## src/rtl/ser_stat_pkg.sv

```systemverilog
package ser_stat_pkg;
  localparam int STAT_W   = 8;
  localparam int BUSY_BIT = 5;
  localparam int ERR_LSB  = 2;   // overrun, then parity, then framing
  localparam int NERR     = 3;
  localparam int FULL_BIT = 0;

  typedef enum logic [1:0] {E_OVR = 2'd0, E_PAR = 2'd1, E_FRM = 2'd2} err_idx_e;

  // 1 when the received parity bit disagrees with the chosen sense
  function automatic logic par_fail(input logic [7:0] d, input logic pbit, input logic odd);
    return ((^d) ^ pbit) != odd;
  endfunction
endpackage

```

## src/rtl/ser_txbusy.sv

```systemverilog
module ser_txbusy (
  input  logic clk,
  input  logic rst_n,
  input  logic mode_async,
  input  logic mode_master,
  input  logic tx_start,
  input  logic tx_byte_done,
  input  logic tx_pending,
  output logic busy
);
  logic slave_sync;
  logic drop;
  assign slave_sync = !mode_async && !mode_master;
  assign drop = tx_byte_done && (slave_sync || !tx_pending);

  always_ff @(posedge clk or negedge rst_n) begin
    if (!rst_n)        busy <= 1'b0;
    else if (tx_start) busy <= 1'b1;
    else if (drop)     busy <= 1'b0;
  end
endmodule

```

## src/rtl/ser_rxcheck.sv

```systemverilog
module ser_rxcheck #(
  parameter int DW = 8
) (
  input  logic          clk,
  input  logic          rst_n,
  input  logic          mode_async,
  input  logic          par_en,
  input  logic          par_odd,
  input  logic          rx_done,
  input  logic [DW-1:0] rx_data,
  input  logic          rx_stop,
  input  logic          rx_par,
  input  logic          cpu_rd,
  output logic          frm_evt,
  output logic          par_evt,
  output logic          ovr_evt,
  output logic          full,
  output logic [DW-1:0] dreg
);
  import ser_stat_pkg::*;
  logic [7:0] d8;
  assign d8 = 8'(rx_data);

  assign frm_evt = rx_done && mode_async && !rx_stop;
  assign par_evt = rx_done && mode_async && par_en && par_fail(d8, rx_par, par_odd);
  assign ovr_evt = rx_done && full && !cpu_rd;

  always_ff @(posedge clk or negedge rst_n) begin
    if (!rst_n) begin
      full <= 1'b0;
      dreg <= '0;
    end else if (rx_done) begin
      full <= 1'b1;
      dreg <= rx_data;
    end else if (cpu_rd) begin
      full <= 1'b0;
    end
  end
endmodule

```

## src/rtl/ser_errflags.sv

```systemverilog
module ser_errflags #(
  parameter int N = 3
) (
  input  logic         clk,
  input  logic         rst_n,
  input  logic         all_off,
  input  logic [N-1:0] set_evt,
  input  logic         cpu_wr,
  input  logic [N-1:0] wbits,
  output logic [N-1:0] flags
);
  for (genvar i = 0; i < N; i++) begin : g_flag
    always_ff @(posedge clk or negedge rst_n) begin
      if (!rst_n)                      flags[i] <= 1'b0;
      else if (all_off)                flags[i] <= 1'b0;
      else if (set_evt[i])             flags[i] <= 1'b1;
      else if (cpu_wr && !wbits[i])    flags[i] <= 1'b0;
    end
  end
endmodule

```

## src/rtl/ser_stat_flags.sv

```systemverilog
module ser_stat_flags
  import ser_stat_pkg::*;
#(
  parameter int DW = 8
) (
  input  logic          clk,
  input  logic          rst_n,
  input  logic          mode_async,
  input  logic          mode_master,
  input  logic          par_en,
  input  logic          par_odd,
  input  logic          rx_en,
  input  logic          tx_en,
  input  logic          tx_start,
  input  logic          tx_byte_done,
  input  logic          tx_pending,
  input  logic          rx_done,
  input  logic [DW-1:0] rx_data,
  input  logic          rx_stop,
  input  logic          rx_par,
  input  logic          cpu_wr,
  input  logic [7:0]    cpu_wdata,
  input  logic          cpu_rd,
  output logic [7:0]    status,
  output logic [DW-1:0] rx_dreg
);
  logic            busy;
  logic            frm_evt, par_evt, ovr_evt;
  logic            full;
  logic            all_off;
  logic [NERR-1:0] err_set;
  logic [NERR-1:0] err_q;
  logic            unused_wbits;

  assign all_off      = !rx_en && !tx_en;
  assign unused_wbits = ^{cpu_wdata[7:ERR_LSB+NERR], cpu_wdata[ERR_LSB-1:0]};

  ser_txbusy u_busy (
    .clk(clk), .rst_n(rst_n), .mode_async(mode_async), .mode_master(mode_master),
    .tx_start(tx_start), .tx_byte_done(tx_byte_done), .tx_pending(tx_pending),
    .busy(busy)
  );

  ser_rxcheck #(.DW(DW)) u_rx (
    .clk(clk), .rst_n(rst_n), .mode_async(mode_async), .par_en(par_en),
    .par_odd(par_odd), .rx_done(rx_done), .rx_data(rx_data), .rx_stop(rx_stop),
    .rx_par(rx_par), .cpu_rd(cpu_rd), .frm_evt(frm_evt), .par_evt(par_evt),
    .ovr_evt(ovr_evt), .full(full), .dreg(rx_dreg)
  );

  always_comb begin
    err_set        = '0;
    err_set[E_OVR] = ovr_evt;
    err_set[E_PAR] = par_evt;
    err_set[E_FRM] = frm_evt;
  end

  ser_errflags #(.N(NERR)) u_err (
    .clk(clk), .rst_n(rst_n), .all_off(all_off), .set_evt(err_set),
    .cpu_wr(cpu_wr), .wbits(cpu_wdata[ERR_LSB +: NERR]), .flags(err_q)
  );

  always_comb begin
    status                   = '0;
    status[BUSY_BIT]         = busy;
    status[ERR_LSB +: NERR]  = err_q;
    status[FULL_BIT]         = full;
  end
endmodule

```

## config.mk

```make
export PLATFORM = sky130hd
export DESIGN_NAME = ser_stat_flags
export DESIGN_NICKNAME = d
export VERILOG_FILES = /design/src/rtl/ser_stat_pkg.sv /design/src/rtl/ser_txbusy.sv /design/src/rtl/ser_rxcheck.sv /design/src/rtl/ser_errflags.sv /design/src/rtl/ser_stat_flags.sv
export SDC_FILE = /design/constraint.sdc
export NUM_CORES = 1
export LEC_CHECK = 0
export BUFFER_PORTS_ARGS = -buffer_cell sky130_fd_sc_hd__clkbuf_2
export CAP_MARGIN = 20
export CORE_ASPECT_RATIO = 0.8
export CORE_MARGIN = 4
export CORE_UTILIZATION = 35
export DETAILED_ROUTE_END_ITERATION = 16
export HOLD_SLACK_MARGIN = 0.1
export PLACE_DENSITY = 0.7
export SYNTH_ARGS = -nofsm -noshare
export SYNTH_HDL_FRONTEND = slang
export SYNTH_HIERARCHICAL = 1
export SYNTH_SLANG_ARGS = --single-unit
export TNS_END_PERCENT = 10
```

## constraint.sdc

```tcl
create_clock -name clk -period 2.21 [get_ports clk]
set_input_delay 0.221 -clock clk [delete_from_list [all_inputs] [get_ports clk]]
set_output_delay 0.221 -clock clk [all_outputs]
set_load 0.005 [all_outputs]
```

==> summary.md <==
| Metric | Value |
|---|---|
| Detailed Place HPWL | 1.11 mm |
| Max-Cap Viols | 0 |
| WS Path Type | input port to flop |
| Initial Util | 36.7% |
| Setup ws final | 0.953 ns |
| Critical Path Start Type | input port |
| Maximum VDD drop | ~0.00030 V |
| N_diodes | 0 |
| Iter 0 DRT Violations | 3 |
| Setup violators final | 0 |
| # fillers | 186 |
| Unique masters post-synth | 19 |
| GRT Util Overall | 10.8% |
| Wire per inst | approximately 11 um |
| Cell area after synthesis | 688 um2 |
| Synth warn | 6 |
| ANT nets after route | 0 |
| CTS Buffer Depth | 2 |
| Commonest non-fill, non-tap cell in the layout | clkbuf_2 |
| Worst skew pair latency | ~0.26 ns |
| DIE WIDTH | 57.6 um |
| Register area share after synthesis | between 40% and 50% |
| Root Buffer | clkbuf_4 |
| Final nets | between 100 and 150 |
| Worst hold path type | input port to flop |
| Share of cells above drive strength 1 | 59.4% |
| Area delta synth->final | 32.9% |
| Yosys reg bits | 13 |
| Num rows | 14 |
| DP Area | between 800 and 900 um2 |
| TritonCTS clock tree | done |
| Layout Skew | 0.0000564 ns |
| Via/cell ratio | 4.33 |
| CP arrival | ~1.4 ns |
| I/O pins | 48 |
| Clock H-tree levels | 1 |
| Critical path endpoint category | flop |
| Fin area | ~910 um2 |
| Max Fclk | slightly below 0.8 GHz |
| Largest net degree at the start of global routing | 14 |
| Routed vias | 520 |
| Vias in the first global route | 540 |
| Postcts setup bufs | 0 |
| RSZ-0062 raised after global routing | false |
| Pwr Density | 599 mW/mm2 |
| CTS buffer count | 3 |
| Setup TNS | 0 ns |
| Drt first pass iters | 3 |
| Crit-path max FO | 2 |
| DIE AREA | roughly 0.0027 mm2 |
| Most frequent cells in the layout | clkbuf_2, dfrtp_1, mux2_2 |
| Final hold viol count | 0 |
| Status | completed |
| RePlAce Congestion | 0.600 |
| Clk sinks | 13 |
| Final min period | approximately 1.3 ns |
| Total core area | 0.00187 mm2 |
| Fin. max-slew vios | 0 |
| Avg Inst Size Synth | 12.3 um2 |
| Die Ht | 47.7 um |
| Routed WL | 1.34 mm |
| Port Buffers | 39 |
| Leakage | 0.471 nW |
| Worst-path clk slew | 0.08 ns |
| First-pass GRT wire length | roughly 2.2 mm |
| Worst hold slack | 0.138 ns |
| Post-Synthesis Cells | 56 |
| DRC | 0 |
| Initial antenna violation count | 0 |
| WP data required | 2.35 ns |
| Grt ovf | 0 |
| Worst slack, placed | 0.657 ns |
| Final Cycle Share | 56.9% |
cells in the mapped netlist:
cell type	number	area, um2
nor3_2	3	30.0
conb_1	1	3.75
nand2_1	1	3.75
buf_2	1	5.00
nor2_1	6	22.5
dfrtp_1	13	325
xor2_1	1	8.76
xnor3_1	1	22.5
a21o_1	1	7.51
xnor2_1	6	52.6
nor3b_2	3	37.5
nand3_1	1	5.00
and3_1	1	6.26
inv_1	1	3.75
mux2_2	8	90.1
nand3b_1	1	7.51
nand2b_1	1	6.26
buf_4	5	37.5
o211ai_2	1	12.5
routing by layer:
layer  vias to the layer above  share of wire (%)  global-route usage, %
met5                         -                  0                      0
met4                         0                  0                   1.39
met1                       234                 45                   13.0
li1                        260                  -                      -
met2                        26                 45                   17.1
met3                         0                 10                   6.74
kinds of logic (layout without fill, tap and decap cells):
kind of cell | Yosys count | count (layout) | synth area share (%)
AOI/OAI and AO/OA | 2 | 2 | 2.91
other | 1 | 3 | 0.545
and+or+nand+nor | 17 | 17 | 17.3
muxes | 8 | 8 | 13.1
buffers and inverters | 7 | 45 | 6.73
DFF | 13 | 13 | 47.3
xor gates and xnor gates | 8 | 8 | 12.2
cell type report:
type | count | area (um2) | share of cell area, %
repair buffers | 40 | 205 | 22.4
well taps | 24 | 30.0 | 3.28
flip-flops and latches | 13 | 325 | 35.6
clock buffers | 4 | 26.3 | 2.87
inverters | 1 | 3.75 | 0.410
multi-input cells | 38 | 324 | 35.4
final timing paths:
| check | startpoint | to | slack [ns] | cells after the start |
|---|---|---|---|---|
| max in group asynchronous | rst_n | u_err/flags[0] | 1.57 | 2 |
| setup reg to reg | u_rx/full | u_err/flags[0] | 1.28 | 3 |
| hold reg to reg | u_rx/full | u_rx/full | 0.50 | 1 |
| hold / removal | tx_start | u_busy/busy | 0.14 | 2 |
| setup / recovery | rx_data[4] | u_err/flags[1] | 0.95 | 7 |
| min in group asynchronous | rst_n | u_rx/dreg[1] | 0.38 | 2 |
per-stage QoR:
stage	utilization (%)	cells	total power, mW
3_3_place_gp	46.9	115	0.409
6_report	48.8	120	0.548
3_5_place_dp	46.9	115	0.414
2_1_floorplan	-	58	0.357
5_1_grt	48.8	120	0.594
4_1_cts	48.8	120	0.563
sequential cells by signal, summed over array words and instances (netlist names):
signal	cells
u_busy/busy	1
u_err/flags	3
u_rx/full	1
u_rx/dreg	8
worst max-delay path, stage by stage:
cell      delay (ns)
clkbuf_2        0.10
xor2_1          0.15
xnor3_1         0.42
xnor2_1         0.18
nor2_1          0.08
nor3b_2         0.19
nor3_2          0.06
where the power goes:
| part | switching [mW] | leakage [nW] | internal (mW) | total (mW) |
|---|---|---|---|---|
| Combinational | 0.0566 | 0.302 | 0.0782 | 0.135 |
| Clock | 0.0710 | 0.0150 | 0.0698 | 0.141 |
| Sequential | 0.0117 | 0.155 | 0.260 | 0.272 |
repair_timing:
item / CTS / global route
hold buffers: 1 / 0
hold endpoints to repair: 13 / 0
gates resized for setup: 0 / 0
Note: power is estimated with default switching activity, not from simulation.
